===== src/rtl/ctimer_pkg.sv =====
package ctimer_pkg;

  localparam int unsigned BYTE_W = 8;

  typedef enum logic [1:0] {
    TGT_NONE = 2'd0,
    TGT_SWI  = 2'd1,
    TGT_CMP  = 2'd2,
    TGT_TIME = 2'd3
  } tgt_e;

endpackage


===== src/rtl/ctimer_decode.sv =====
module ctimer_decode
  import ctimer_pkg::*;
#(
  parameter int unsigned         ADDR_W     = 16,
  parameter int unsigned         LANE_IDX_W = 2,
  parameter logic [ADDR_W-1:0]   SWI_OFS    = 'h0000,
  parameter logic [ADDR_W-1:0]   CMP_OFS    = 'h4000,
  parameter logic [ADDR_W-1:0]   TIME_OFS   = 'hBFF8
) (
  input  logic [ADDR_W-1:0]     addr,
  output tgt_e                  tgt,
  output logic                  hi,
  output logic [LANE_IDX_W-1:0] lane
);

  localparam int unsigned REG_BITS = LANE_IDX_W + 1;

  always_comb begin
    tgt = TGT_NONE;
    if (addr[ADDR_W-1:REG_BITS] == CMP_OFS[ADDR_W-1:REG_BITS]) begin
      tgt = TGT_CMP;
    end else if (addr[ADDR_W-1:REG_BITS] == TIME_OFS[ADDR_W-1:REG_BITS]) begin
      tgt = TGT_TIME;
    end else if (addr[ADDR_W-1:LANE_IDX_W] == SWI_OFS[ADDR_W-1:LANE_IDX_W]) begin
      tgt = TGT_SWI;
    end
  end

  assign hi   = addr[LANE_IDX_W];
  assign lane = addr[LANE_IDX_W-1:0];

endmodule


===== src/rtl/ctimer_half.sv =====
module ctimer_half
  import ctimer_pkg::*;
#(
  parameter int unsigned HALF_W     = 32,
  parameter int unsigned LANE_IDX_W = 2
) (
  input  logic                  clk,
  input  logic                  rst_n,
  input  logic                  wr_en,
  input  logic [LANE_IDX_W-1:0] lane,
  input  logic [BYTE_W-1:0]     wdata,
  input  logic                  inc_en,
  output logic [HALF_W-1:0]     q,
  output logic                  all_ones
);

  localparam int unsigned LANES = HALF_W / BYTE_W;

  logic [HALF_W-1:0] merged;
  logic [HALF_W-1:0] q_nxt;
  logic              upd_en;

  // byte-lane merge: only the addressed lane takes the new data
  for (genvar g = 0; g < LANES; g++) begin : g_lane
    assign merged[g*BYTE_W +: BYTE_W] =
      (lane == LANE_IDX_W'(g)) ? wdata : q[g*BYTE_W +: BYTE_W];
  end

  always_comb begin
    if (wr_en) begin
      q_nxt = merged;
    end else if (inc_en) begin
      q_nxt = q + HALF_W'(1);
    end else begin
      q_nxt = q;
    end
  end

  assign upd_en   = wr_en | inc_en;
  assign all_ones = &q;

  always_ff @(posedge clk or negedge rst_n) begin
    if (!rst_n) begin
      q <= '0;
    end else if (upd_en) begin
      q <= q_nxt;
    end
  end

endmodule


===== src/rtl/ctimer_rdmux.sv =====
module ctimer_rdmux
  import ctimer_pkg::*;
#(
  parameter int unsigned HALF_W     = 32,
  parameter int unsigned LANE_IDX_W = 2
) (
  input  tgt_e                  tgt,
  input  logic                  hi,
  input  logic [LANE_IDX_W-1:0] lane,
  input  logic                  swi,
  input  logic [HALF_W-1:0]     cmp_lo,
  input  logic [HALF_W-1:0]     cmp_hi,
  input  logic [HALF_W-1:0]     time_lo,
  input  logic [HALF_W-1:0]     time_hi,
  output logic [BYTE_W-1:0]     rd_byte
);

  logic [HALF_W-1:0] cmp_sel;
  logic [HALF_W-1:0] time_sel;

  assign cmp_sel  = hi ? cmp_hi  : cmp_lo;
  assign time_sel = hi ? time_hi : time_lo;

  always_comb begin
    rd_byte = '0;
    unique case (tgt)
      TGT_SWI:  rd_byte = (!hi && lane == '0) ? {{(BYTE_W-1){1'b0}}, swi} : '0;
      TGT_CMP:  rd_byte = cmp_sel[{lane, 3'b000} +: BYTE_W];
      TGT_TIME: rd_byte = time_sel[{lane, 3'b000} +: BYTE_W];
      default:  rd_byte = '0;
    endcase
  end

endmodule


===== src/rtl/core_irq_timer.sv =====
module core_irq_timer
  import ctimer_pkg::*;
#(
  parameter int unsigned       ADDR_W   = 16,
  parameter int unsigned       HALF_W   = 32,
  parameter logic [ADDR_W-1:0] SWI_OFS  = 'h0000,
  parameter logic [ADDR_W-1:0] CMP_OFS  = 'h4000,
  parameter logic [ADDR_W-1:0] TIME_OFS = 'hBFF8
) (
  input  logic              clk,
  input  logic              rst_n,
  input  logic              tick_en,
  input  logic [ADDR_W-1:0] bus_addr,
  input  logic              bus_rd,
  input  logic              bus_wr,
  input  logic [7:0]        bus_wdata,
  output logic [7:0]        bus_rdata,
  output logic              sw_irq,
  output logic              tmr_irq
);

  localparam int unsigned LANES      = HALF_W / BYTE_W;
  localparam int unsigned LANE_IDX_W = $clog2(LANES);
  localparam int unsigned FULL_W     = 2 * HALF_W;

  tgt_e                  tgt;
  logic                  sel_hi;
  logic [LANE_IDX_W-1:0] sel_lane;

  ctimer_decode #(
    .ADDR_W(ADDR_W), .LANE_IDX_W(LANE_IDX_W),
    .SWI_OFS(SWI_OFS), .CMP_OFS(CMP_OFS), .TIME_OFS(TIME_OFS)
  ) u_decode (
    .addr(bus_addr), .tgt(tgt), .hi(sel_hi), .lane(sel_lane)
  );

  // ---------------- software interrupt flag ----------------
  logic swi_q, swi_nxt, swi_en;

  assign swi_en  = bus_wr && (tgt == TGT_SWI) && !sel_hi && (sel_lane == '0);
  assign swi_nxt = bus_wdata[0];

  always_ff @(posedge clk or negedge rst_n) begin
    if (!rst_n) begin
      swi_q <= 1'b0;
    end else if (swi_en) begin
      swi_q <= swi_nxt;
    end
  end

  // ---------------- compare halves ----------------
  logic [HALF_W-1:0] cmp_half [2];
  logic [1:0]        cmp_ones;

  for (genvar h = 0; h < 2; h++) begin : g_cmp
    logic cmp_wr;
    assign cmp_wr = bus_wr && (tgt == TGT_CMP) && (sel_hi == h[0]);
    ctimer_half #(.HALF_W(HALF_W), .LANE_IDX_W(LANE_IDX_W)) u_half (
      .clk(clk), .rst_n(rst_n), .wr_en(cmp_wr), .lane(sel_lane),
      .wdata(bus_wdata), .inc_en(1'b0), .q(cmp_half[h]), .all_ones(cmp_ones[h])
    );
  end

  // ---------------- time counter ----------------
  logic              time_wr_any;
  logic              tick_go;
  logic              time_lo_wr, time_hi_wr;
  logic              lo_ones, hi_ones;
  logic              hi_inc;
  logic [HALF_W-1:0] time_lo, time_hi;

  assign time_wr_any = bus_wr && (tgt == TGT_TIME);
  assign tick_go     = tick_en && !time_wr_any;     // write wins over tick
  assign time_lo_wr  = time_wr_any && !sel_hi;
  assign time_hi_wr  = time_wr_any &&  sel_hi;
  assign hi_inc      = tick_go && lo_ones;          // carry on low wrap

  ctimer_half #(.HALF_W(HALF_W), .LANE_IDX_W(LANE_IDX_W)) u_time_lo (
    .clk(clk), .rst_n(rst_n), .wr_en(time_lo_wr), .lane(sel_lane),
    .wdata(bus_wdata), .inc_en(tick_go), .q(time_lo), .all_ones(lo_ones)
  );

  ctimer_half #(.HALF_W(HALF_W), .LANE_IDX_W(LANE_IDX_W)) u_time_hi (
    .clk(clk), .rst_n(rst_n), .wr_en(time_hi_wr), .lane(sel_lane),
    .wdata(bus_wdata), .inc_en(hi_inc), .q(time_hi), .all_ones(hi_ones)
  );

  logic [FULL_W-1:0] time_full;
  logic [FULL_W-1:0] cmp_full;
  logic              cmp_armed;
  logic              time_reached;

  assign time_full    = {time_hi, time_lo};
  assign cmp_full     = {cmp_half[1], cmp_half[0]};
  assign cmp_armed    = (cmp_half[0] != '0) && (cmp_half[1] != '0);
  assign time_reached = (time_full >= cmp_full);

  // ---------------- read path ----------------
  logic [BYTE_W-1:0] rd_byte;
  logic [BYTE_W-1:0] rdata_q;

  ctimer_rdmux #(.HALF_W(HALF_W), .LANE_IDX_W(LANE_IDX_W)) u_rdmux (
    .tgt(tgt), .hi(sel_hi), .lane(sel_lane), .swi(swi_q),
    .cmp_lo(cmp_half[0]), .cmp_hi(cmp_half[1]),
    .time_lo(time_lo), .time_hi(time_hi), .rd_byte(rd_byte)
  );

  always_ff @(posedge clk or negedge rst_n) begin
    if (!rst_n) begin
      rdata_q <= '0;
    end else if (bus_rd) begin
      rdata_q <= rd_byte;
    end
  end

  assign bus_rdata = rdata_q;
  assign sw_irq    = swi_q;
  assign tmr_irq   = cmp_armed && time_reached;

  // all-ones flags of the compare halves and the high time half are unused
  logic unused_ok;
  assign unused_ok = ^{cmp_ones, hi_ones};

endmodule


===== config.mk =====
export PLATFORM = sky130hd
export DESIGN_NAME = core_irq_timer
export DESIGN_NICKNAME = d
export VERILOG_FILES = /design/src/rtl/ctimer_pkg.sv /design/src/rtl/ctimer_decode.sv /design/src/rtl/ctimer_half.sv /design/src/rtl/ctimer_rdmux.sv /design/src/rtl/core_irq_timer.sv
export SDC_FILE = /design/constraint.sdc
export NUM_CORES = 1
export LEC_CHECK = 0
export ABC_AREA = 1
export BUFFER_PORTS_ARGS = -buffer_cell sky130_fd_sc_hd__buf_2
export CAP_MARGIN = 20
export CORE_AREA = 2 2 149 151
export CTS_CLUSTER_DIAMETER = 150
export DETAILED_ROUTE_END_ITERATION = 7
export DIE_AREA = 0 0 151 153
export GPL_TIMING_DRIVEN = 0
export PLACE_DENSITY = 0.69
export SLEW_MARGIN = 15
export SYNTH_ARGS = -nofsm -noshare
export SYNTH_HDL_FRONTEND = slang
export SYNTH_SLANG_ARGS = --single-unit

===== constraint.sdc =====
create_clock -name clk -period 1.7 [get_ports clk]
set_input_delay 0.255 -clock clk [delete_from_list [all_inputs] [get_ports clk]]
set_output_delay 0.255 -clock clk [all_outputs]
set_load 0.02 [all_outputs]

# Yosys cells after proc, flatten, opt, wreduce, memory -nomap -nowiden
# Cells that the tools add are included.
# word_totals
ff_bits,137
inputBits,29
output_inout_bits,10
# classes
addsub,2
n_lt_le_gt_ge,1
eq_ne,16
n_shift,2
muxes,15
bitwise,3
n_reduce_logical,39
# ops
op,count
$mux W32,6
$add A32 B1 Y32 const B,2
$ge A64 B64 Y1,1
$reduce_bool A32 Y1,2
$shiftx A32 B6 Y8,2
$mux W8,4
$reduce_and A32 Y1,1
$pmux W8 S3,1
$reduce_and A3 Y1,8
$ne A2 B2 Y1 const B,8
$reduce_and A2 Y1,8
$logic_and A1 B1 Y1,14
$logic_not A14 Y1,1
$eq A13 B12 Y1 const B,1
$eq A13 B13 Y1 const B,1
$eq A2 B2 Y1 const B,4
$eq A2 B1 Y1 const B,2
$mux W2,2
$reduce_bool A2 Y1,2
$logic_not A1 Y1,2
$logic_not A2 Y1,1
$mux W1,2
$or A1 B1 Y1,2
$not A1 Y1,1

# Depth between registers and ports, before layout
# Gate-level depths: netlist of run 1.
# depth
word_depth,11
mapped_depth,17

# Hierarchy
# Synthesis of run 1 repeated with hierarchy kept, for this count alone.
# hier_totals
hier_cells,2221
area_unflattened_um2,13461.7
# by_module_without_submodules
mod,instances,cells_per_inst,area_each_um2,seq_area_each_um2
ctimer_half,4,379,2384.8,800.8
core_irq_timer,1,340,2260.9,225.2
ctimer_rdmux,1,326,1496.4,0.0
ctimer_decode,1,39,165.2,0.0

# Least setup slack after synthesis of run 1
# No wires, ideal clock.
# synth_timing
kind,register to output
startpoint,register u_time_hi.q[23]
endpoint,output port tmr_irq
t_arrival_ns,1.566
required_ns,1.445
path_slack_ns,-0.121
stages_incl_launch_ff,11
n_path_buf,0
cell_sequence,dfrtp_1 > ha_1 > nand2_1 > nor2_1 > nand2_1 > nor2_1 > and3b_1 > nand3_1 > nand3_1 > nand2_1 > inv_1
# synth_between
elab_chain_len,2
# synth_lines
item,line,source
"start, declared",ctimer_half.sv:13,"output logic [HALF_W-1:0] q,"
"start signal, assigned",ctimer_half.sv:46,q <= q_nxt;
$ge A64 B64 Y1,core_irq_timer.sv:96,assign time_reached = (time_full >= cmp_full);
$logic_and A1 B1 Y1,core_irq_timer.sv:118,assign tmr_irq = cmp_armed && time_reached;
"end, declared",core_irq_timer.sv:19,output logic tmr_irq
# Every way passes these cells.

# Worst setup path in the final report of run 1
# layout_timing
startpoint,register g_cmp[1].u_half.q[23]
endpoint,output port tmr_irq
# layout_between
elab_chain_len,3
# layout_lines
item,line
"start, declared",ctimer_half.sv:13
"start signal, assigned",ctimer_half.sv:46
branches (longest 2 deep; another with $ge A64 B64 Y1),n/a
$logic_and A1 B1 Y1 *,core_irq_timer.sv:118
# Every way passes the cells marked *.

==> results of run 1 <==
per-layer routing:
| metal | up-vias | global-route usage | wire [um] |
|---|---|---|---|
| met5 | - | 0 | 11 |
| met2 | 951 | 0.6002 | 20810 |
| li1 | 5474 | - | - |
| met4 | 2 | 0.2261 | 3905 |
| met3 | 279 | 0.09194 | 5616 |
| met1 | 5766 | 0.5386 | 18070 |
power groups by stage:
stage | Sequential [mW] | Clock (mW) | Combinational [mW]
after global placement | 4.23 | 0 | 2.36
after CTS | 4.20 | 3.90 | 3.00
after global routing | 4.12 | 4.08 | 4.83
final | 4.16 | 3.91 | 4.49
after detailed placement | 4.25 | 0 | 2.41
after floorplan | 3.85 | 0 | 1.78
cell usage in the layout (no fill, tap or decap), drive strengths merged, types with 44 or more instances in the layout:
cell   count
a21oi    141
buf      188
dfrtp    137
ha        66
inv      165
nand2    417
nand3     59
nand4     49
nor2     226
o21ai     60
xor2      44
cell families after synthesis:
family	count (synthesis)	synth area share
AND/OR/NAND/NOR	813	0.3374
AO/OA/AOI/OAI	263	0.1370
buffers and inverters	210	0.08329
flip-flops	137	0.3219
adder cells (fa/ha/maj)	66	0.07754
XOR/XNOR	51	0.04194
multiplexers	1	0.0009399
through the flow:
stage	setup WS, ns	cell area [sq um]	power, mW
floorplan	-0.03736	10680	5.630
global placement	-1.596	11220	6.586
detailed placement	-0.6763	11250	6.657
CTS	-0.8137	12610	11.10
global route	-0.9869	13930	13.03
finish	-0.9338	13930	12.56
worst max-delay path: cells and delay by family (launching register included):
kind	cells	cell delay [ns]
and+or+nand+nor	5	0.40
AOI/OAI and AO/OA	3	0.64
DFF	1	0.41
buffers and inverters	3	0.28
adders and majority gates	1	0.22
worst max path at each step:
stage,start,to,slack [ns]
after CTS,u_time_hi.q[26],tmr_irq,-0.81
after floorplan,u_time_hi.q[23],tmr_irq,-0.04
after global routing,g_cmp[1].u_half.q[23],tmr_irq,-0.99
after detailed placement,bus_addr[0],u_time_lo.q[13],-0.68
final,g_cmp[1].u_half.q[23],tmr_irq,-0.93
after global placement,rst_n,u_time_lo.q[14],-1.60
final cells by class:
class                           instances  area [sq um]
Antenna cell                            1         2.502
Buffer                                 46         322.8
Clock buffer                           20         446.7
Clock inverter                         12         141.4
Fill cell                            1877          7555
Inverter                              164         631.9
Multi-Input combinational cell       1195          7282
Sequential cell                       137          3500
Tap cell                              280         350.3
Timing Repair Buffer                  159          1254
what timing repair did:
| action | CTS | global route |
|---|---|---|
| buffers inserted | 45 | 74 |
| gates resized for setup | 145 | 234 |
| hold endpoints to repair | 68 | 0 |
| endpoints found under the setup margin | 67 | 76 |
| hold buffers | 1 | 0 |
| pin swaps | 20 | 70 |
| cloned | 1 | 4 |
flip-flops by register name (all words and copies together) (netlist names):
name	cells
g_cmp.u_half.q	64
u_time_hi.q	32
bus_rdata	8
sw_irq	1
u_time_lo.q	32
==> metrics list, run 1 <==
* Failing checks: negative setup slack
* RSZ-0062 raised after global routing: true
- Maximum resistive drop on vdd: 0.9537 mV
* Placed wire-length estimate after detailed placement: 34330 um
- The H-tree generated during clock tree synthesis spans 4 levels.
- Overall die width: 151 um
- Post-synth top flop: sky130_fd_sc_hd__dfrtp_1
* Number of global-route vias before repair: 11120
- Yosys printed 0 warnings.
- Via count: 12470
- Slowest stage delay, CP: 0.41 ns
- Final GP Congestion: 1.051
- Clock-pin slew of the registers on the worst-case setup and hold paths: 0.06 ns
- The endpoint identified for the worst register-to-register timing path is u_time_hi.q[3].
- Number of library cell types mapped by synthesis: 43
- The share of the Yosys chip area taken by registers is 0.3219.
- Sequential cell fraction of total power: 0.331
- The critical path is of the register to output port type.
* Post-Route Skew: 0.01469 ns
- Min setup slack post-route: -0.9338 ns
- The number of cells on the worst reg-to-reg path is 12.
- 39 I/O pins were placed.
* Number of enable-type register cells in the synthesized netlist: 0
- The number of max-slew violations in the final report was 0.
- Clock buffer count from CTS: 17
- TritonCTS built the clock tree.
- Largest net degree at the start of global routing: 70
- At the worst endpoint, the required time is 1.44 ns.
- Run status: finished, violations left
- Data on the critical path arrives at its endpoint at 2.38 ns.
- Switching power: 4.982 mW
- Number of flip-flops and latches in the synthesized netlist: 137
* Total Routed Length: 48410 um
- Clk Tree Root Cell: sky130_fd_sc_hd__clkbuf_16
- The worst hold path begins at bus_rd.
- Maximum clock frequency: 379.7 MHz
- Crit path time final: 2.634 ns
- Total gr overflow: 0
- Leakage power of the design: 6.857 nW
- The worst setup path is launched from a register.
* Power density over cell area: 901.8 nW/um^2
- The commonest cells after synthesis are sky130_fd_sc_hd__nand2_1, sky130_fd_sc_hd__nor2_1, sky130_fd_sc_hd__inv_1.
- Clock tree synthesis found a total of 137 sinks.
* Period Utilization, post-route: 1.549
- Overall Global Routing Usage: 0.4032
- Num rows: 54
- The detailed router finished its first iteration with 1357 violations.
- Final Core Density: 0.6484
* Startpoint of the worst register-to-register path: u_time_lo.q[0]
* Maxcap violations: 0
- Across all hold checks on the routed design, the worst slack comes to 0.1603 ns.
- Proportion of netlist area held by the largest area contributor: 0.3219
- Setup violations remaining at the end of the flow were counted as 47.
- Total Negative Setup Slacks: -8.627 ns
* Net switching fraction of the power: 0.3965
- Dividing the detail-routed wire length by the instance count gives 24.04 um.
* Core ar.: 21490 sq um
- The synthesized netlist occupies a cell area of 10650 sq um.
- When the netlist entered floorplanning its net count stood at 1636.
* Most area-hungry cell type in the Yosys netlist: sky130_fd_sc_hd__dfrtp_1
- Initial Util: 0.4957
- Clock group share of total power: 0.311
- Critical Path Fanout Max: 3
* Cell count after placement: 1859
- Initial antenna violation count: 2
- Total count of hold-check failures in the final report: 0
- Wire length of the first global-routing pass: 67940 um
- Averaged over all synthesized cells, the footprint is 6.911 sq um.
- P&R area growth vs syn: 30.80%
- The die covers 23100 sq um.
- Counting every instance in the synthesized netlist gives 1541.
- Top cells by area in the synthesized netlist: sky130_fd_sc_hd__dfrtp_1, sky130_fd_sc_hd__nand2_1, sky130_fd_sc_hd__ha_1
- Actual slew at the worst max-slew pin: 0.7098 ns
* Number of vias per cell: 6.193
- The most numerous cell type found on the critical path is sky130_fd_sc_hd__nand2_1.
- The internal power of the cells totals 7.581 mW.
- Ratio of cells with drive above 1 in the final layout: 0.2937
* Clock latency on the worst-skew pair: 0.44 ns
* Register-to-Register Setup Slack: -0.29 ns
- Series of cell instances along the critical path: inv_2 > ha_4 > a21oi_1 > o21a_1 > nand2_1 > nand2_1 > nand2_1 > a21oi_4 > nand3_2 > nand2_2 > inv_2 > buf_6
- The slowest stage of the critical path belongs to the cell sky130_fd_sc_hd__dfrtp_1.
- Maximum buffer depth of the clock tree: 2
- Layout Nets: 1815
- Measured against its own limit, the worst slew margin works out to 0.5257.
- By instance count, the leading cell after synthesis is sky130_fd_sc_hd__nand2_1.
- Before antenna repair, the detailed router went through 7 iterations.
* Endpoint type of the worst setup path: output port
- Share of power burned in combinational logic: 0.358
- Hold Crit Endpoint: bus_rdata[0]
- Final antenna-violating net count: 0
- In the routed design, unresolved DRC markers number 0.
- The path class of the tightest hold or removal check is input pin to register.
- After the flow finishes, the layout carries non-filler instances totaling 2014.
- Port bufs: 37
* Y dimension of the die: 153 um
- For this run, asynchronously set or reset flops after synthesis account for 1.000.
- The worst hold path was traced through 3 stages.
Power figures use the tool's default switching activity.
==> run 2: changes to the inputs <==
==> constraint.sdc (replaced) <==
create_clock -name clk -period 2.3 [get_ports clk]
set_input_delay 0.345 -clock clk [delete_from_list [all_inputs] [get_ports clk]]
set_output_delay 0.345 -clock clk [all_outputs]
set_load 0.02 [all_outputs]
==> run 2 against run 1 <==
Against the previous run: the flow still finishes with violations (negative setup slack); register-to-register slack gained 0.33 ns; die area is the same; non-clock buffer count shrank 46; hold slack gained 0.054 ns; critical path type unchanged; largest cell class unchanged.
==> metrics list, run 2 (synthesis results as in run 1) <==
* Slew headroom: 0.5230
- Worst flop-to-flop path endpoint: u_time_hi.q[7]
- For this run, design rule violations remaining after detail routing come to 0.
* Maxcap violations: 0
* Layout Nets: 1768
- Crit path time final: 2.617 ns
- Wire length of the first global-routing pass: 65070 um
* Critical Path Fanout Max: 4
- The number of clock buffers added by TritonCTS is 17.
- Multi-input combinational cell area: 6690 sq um
- Total Routed Length: 43410 um
- For this design, the sink count on the clock tree is 137.
* Maximum clock frequency: 382.2 MHz
- DR WL/cell: 22.07 um
- On the worst path, the slowest cell contributes a delay of 0.43 ns.
- Broken down by cell family, the worst path's largest delay share belongs to simple AND/OR/NAND/NOR gates.
* Hold_sp: bus_rd
- For this configuration, the core starts out at a cell density of 0.4957.
- TritonCTS built the clock tree.
- Count of final setup violators: 1
- The number of buffers and inverters on the critical path is 3.
- The register with the most flip-flops in the layout has 64 of them.
* Failing checks: negative setup slack
- Entering global routing, the biggest net connects 80 pins.
* Ratio of cells with drive above 1 in the final layout: 0.1874
* Total count of hold-check failures in the final report: 0
- Power spread over the standard cell area amounts to 643.3 nW/um^2.
- Max stage delay cell, worst path: sky130_fd_sc_hd__dfrtp_1
- Hold Path Stages: 3
- Overall die width: 151 um
- STA puts the critical path data arrival time at 2.27 ns.
- Kind of path behind the tightest hold check: input pin to register
- Placed wire-length estimate after detailed placement: 33120 um
* Pre-CTS WS: -0.2155 ns
- The flow ran to the end, but the final reports show violations.
- Leakage power of the design: 6.427 nW
- The cell sitting at the root of the clock tree is a sky130_fd_sc_hd__clkbuf_16.
- Number of vias per cell: 5.927
- Routability-driven placement finished with a final weighted congestion of 1.010.
- The layout has 2113 filler cells.
* Final Core Density: 0.5957
* Core ar.: 21490 sq um
- Overall Global Routing Usage: 0.3816
- H-Tree Level Count: 4
- Post-route non-filler standard cell count: 1967
* Cell count after placement: 1859
- Measured along the y axis, the die boundary spans 153 um.
* Via count: 11660
* Port bufs: 37
* Most used cells in the layout excluding fill and tap cells: sky130_fd_sc_hd__nand2_1, sky130_fd_sc_hd__nor2_1, sky130_fd_sc_hd__inv_1
- Depth of the critical timing path with buffers and inverters included: 12
- DRT iter0 DRCs: 1056
- In this run the remaining antenna-violating nets after routing total 0.
- The initial antenna violation count came to 0.
- Top Registers: g_cmp.u_half.q (64), u_time_hi.q (32), u_time_lo.q (32)
* P&R area growth vs syn: 20.18%
- Post-Route Skew: 0.01340 ns
- Clock latency on the worst-skew pair: 0.44 ns
- By startpoint and endpoint, the worst setup path is classified as register to output port.
- Depth of the most critical reg-to-reg path: 10
* Min setup slack post-route: -0.3165 ns
* Number of global-route vias before repair: 10850
- Period Utilization, post-route: 1.138
* Register-to-Register Setup Slack: 0.04 ns
- Leaving out fill and tap cells, the most frequent cell in the layout is sky130_fd_sc_hd__nand2_1.
- The worst hold path terminates at bus_rdata[0].
- Across the VDD grid, the largest voltage drop is 0.6498 mV.
- Setup repair after global routing could not meet its margin everywhere.
* Register with the most flip-flops: g_cmp.u_half.q
* First drt pass iteration count: 5
* Sequential cell area: 3473 sq um
- Maximum buffer depth of the clock tree: 2
- Pin placement for this block handled 39 I/O pins.
* Num rows: 54
* Actual slew at the worst max-slew pin: 0.7129 ns
- Clock-pin slew of the registers on the worst-case setup and hold paths: 0.07 ns
* Startpoint of the worst register-to-register path: u_time_lo.q[1]
* Die footprint: 23100 sq um
- The number of max-slew violations in the final report came to 0.
* Series of cell instances along the critical path: inv_1 > ha_1 > nand2_1 > nor2_1 > nand2_2 > nor2_4 > and3b_2 > nand3_2 > nand3_2 > nand2_2 > inv_2 > buf_6
- Endpoint type of the worst setup path: output port
- Total gr overflow: 0
* Nature of the critical path startpoint: register
* Worst slack on hold paths: 0.2143 ns
- Data on the critical path is required at its endpoint by 1.96 ns.
run 2: cell count changes in the layout (fill, tap and decap cells not counted), sizes merged:
| cell | change |
|---|---|
| bufinv | -1 |
| clkinv | +3 |
| inv | +7 |
| clkinvlp | -7 |
| nand2 | -1 |
| clkbuf | -1 |
| buf | -47 |
run 2: repair_timing:
action / 4_1_cts / 5_1_grt
setup buffers: 43 / 31
hold buffers: 1 / 0
pin swaps: 12 / 21
endpoints found under the hold margin: 58 / 0
gates resized for setup: 65 / 55
endpoints found under the setup margin: 30 / 31
run 2: area by class of cell:
class                      instances  share of cell area
clock inverter                    14             0.01202
tap                              280             0.02737
sequential                       137              0.2714
buffer                            46             0.02170
clock buffer                      18             0.03431
antenna                            1           0.0001955
multi-input combinational       1194              0.5227
timing repair buffer             113             0.06207
inverter                         164             0.04829
run 2: how the worst max path moves through the flow:
stage,start,to,slack [ns]
5_1_grt,g_cmp[0].u_half.q[21],tmr_irq,-0.39
6_report,g_cmp[1].u_half.q[19],tmr_irq,-0.32
4_1_cts,u_time_hi.q[26],tmr_irq,-0.33
2_1_floorplan,u_time_hi.q[23],tmr_irq,0.39
3_3_place_gp,rst_n,g_cmp[0].u_half.q[22],-1.10
3_5_place_dp,u_time_lo.q[21],tmr_irq,-0.22
run 2: layer usage:
metal / GRT usage / vias to the layer above / routed length (um)
li1: - / 5371 / -
met1: 0.5168 / 5494 / 17550
met2: 0.5881 / 659 / 19870
met3: 0.06627 / 134 / 3804
met4: 0.1883 / 0 / 2182
met5: 0 / - / 0
run 2: per-stage QoR:
stage	power (mW)	cell area [sq um]	TNS, ns
6_report	8.234	12800	-0.3165
3_5_place_dp	4.859	11220	-2.398
2_1_floorplan	4.148	10650	0
4_1_cts	7.937	12370	-0.3303
5_1_grt	8.613	12800	-0.4875
3_3_place_gp	4.821	11190	-151.15
run 2: worst min-delay path, cell delays in order:
cell and delay (ns):
sky130_fd_sc_hd__buf_2 0.12, sky130_fd_sc_hd__nor2_1 0.10, sky130_fd_sc_hd__a21oi_1 0.05
run 2: power by group:
| group | switching, mW | internal, mW | leakage, nW |
|---|---|---|---|
| registers | 0.351 | 2.61 | 1.64 |
| logic | 1.50 | 0.926 | 4.50 |
| clock network | 1.28 | 1.57 | 0.291 |
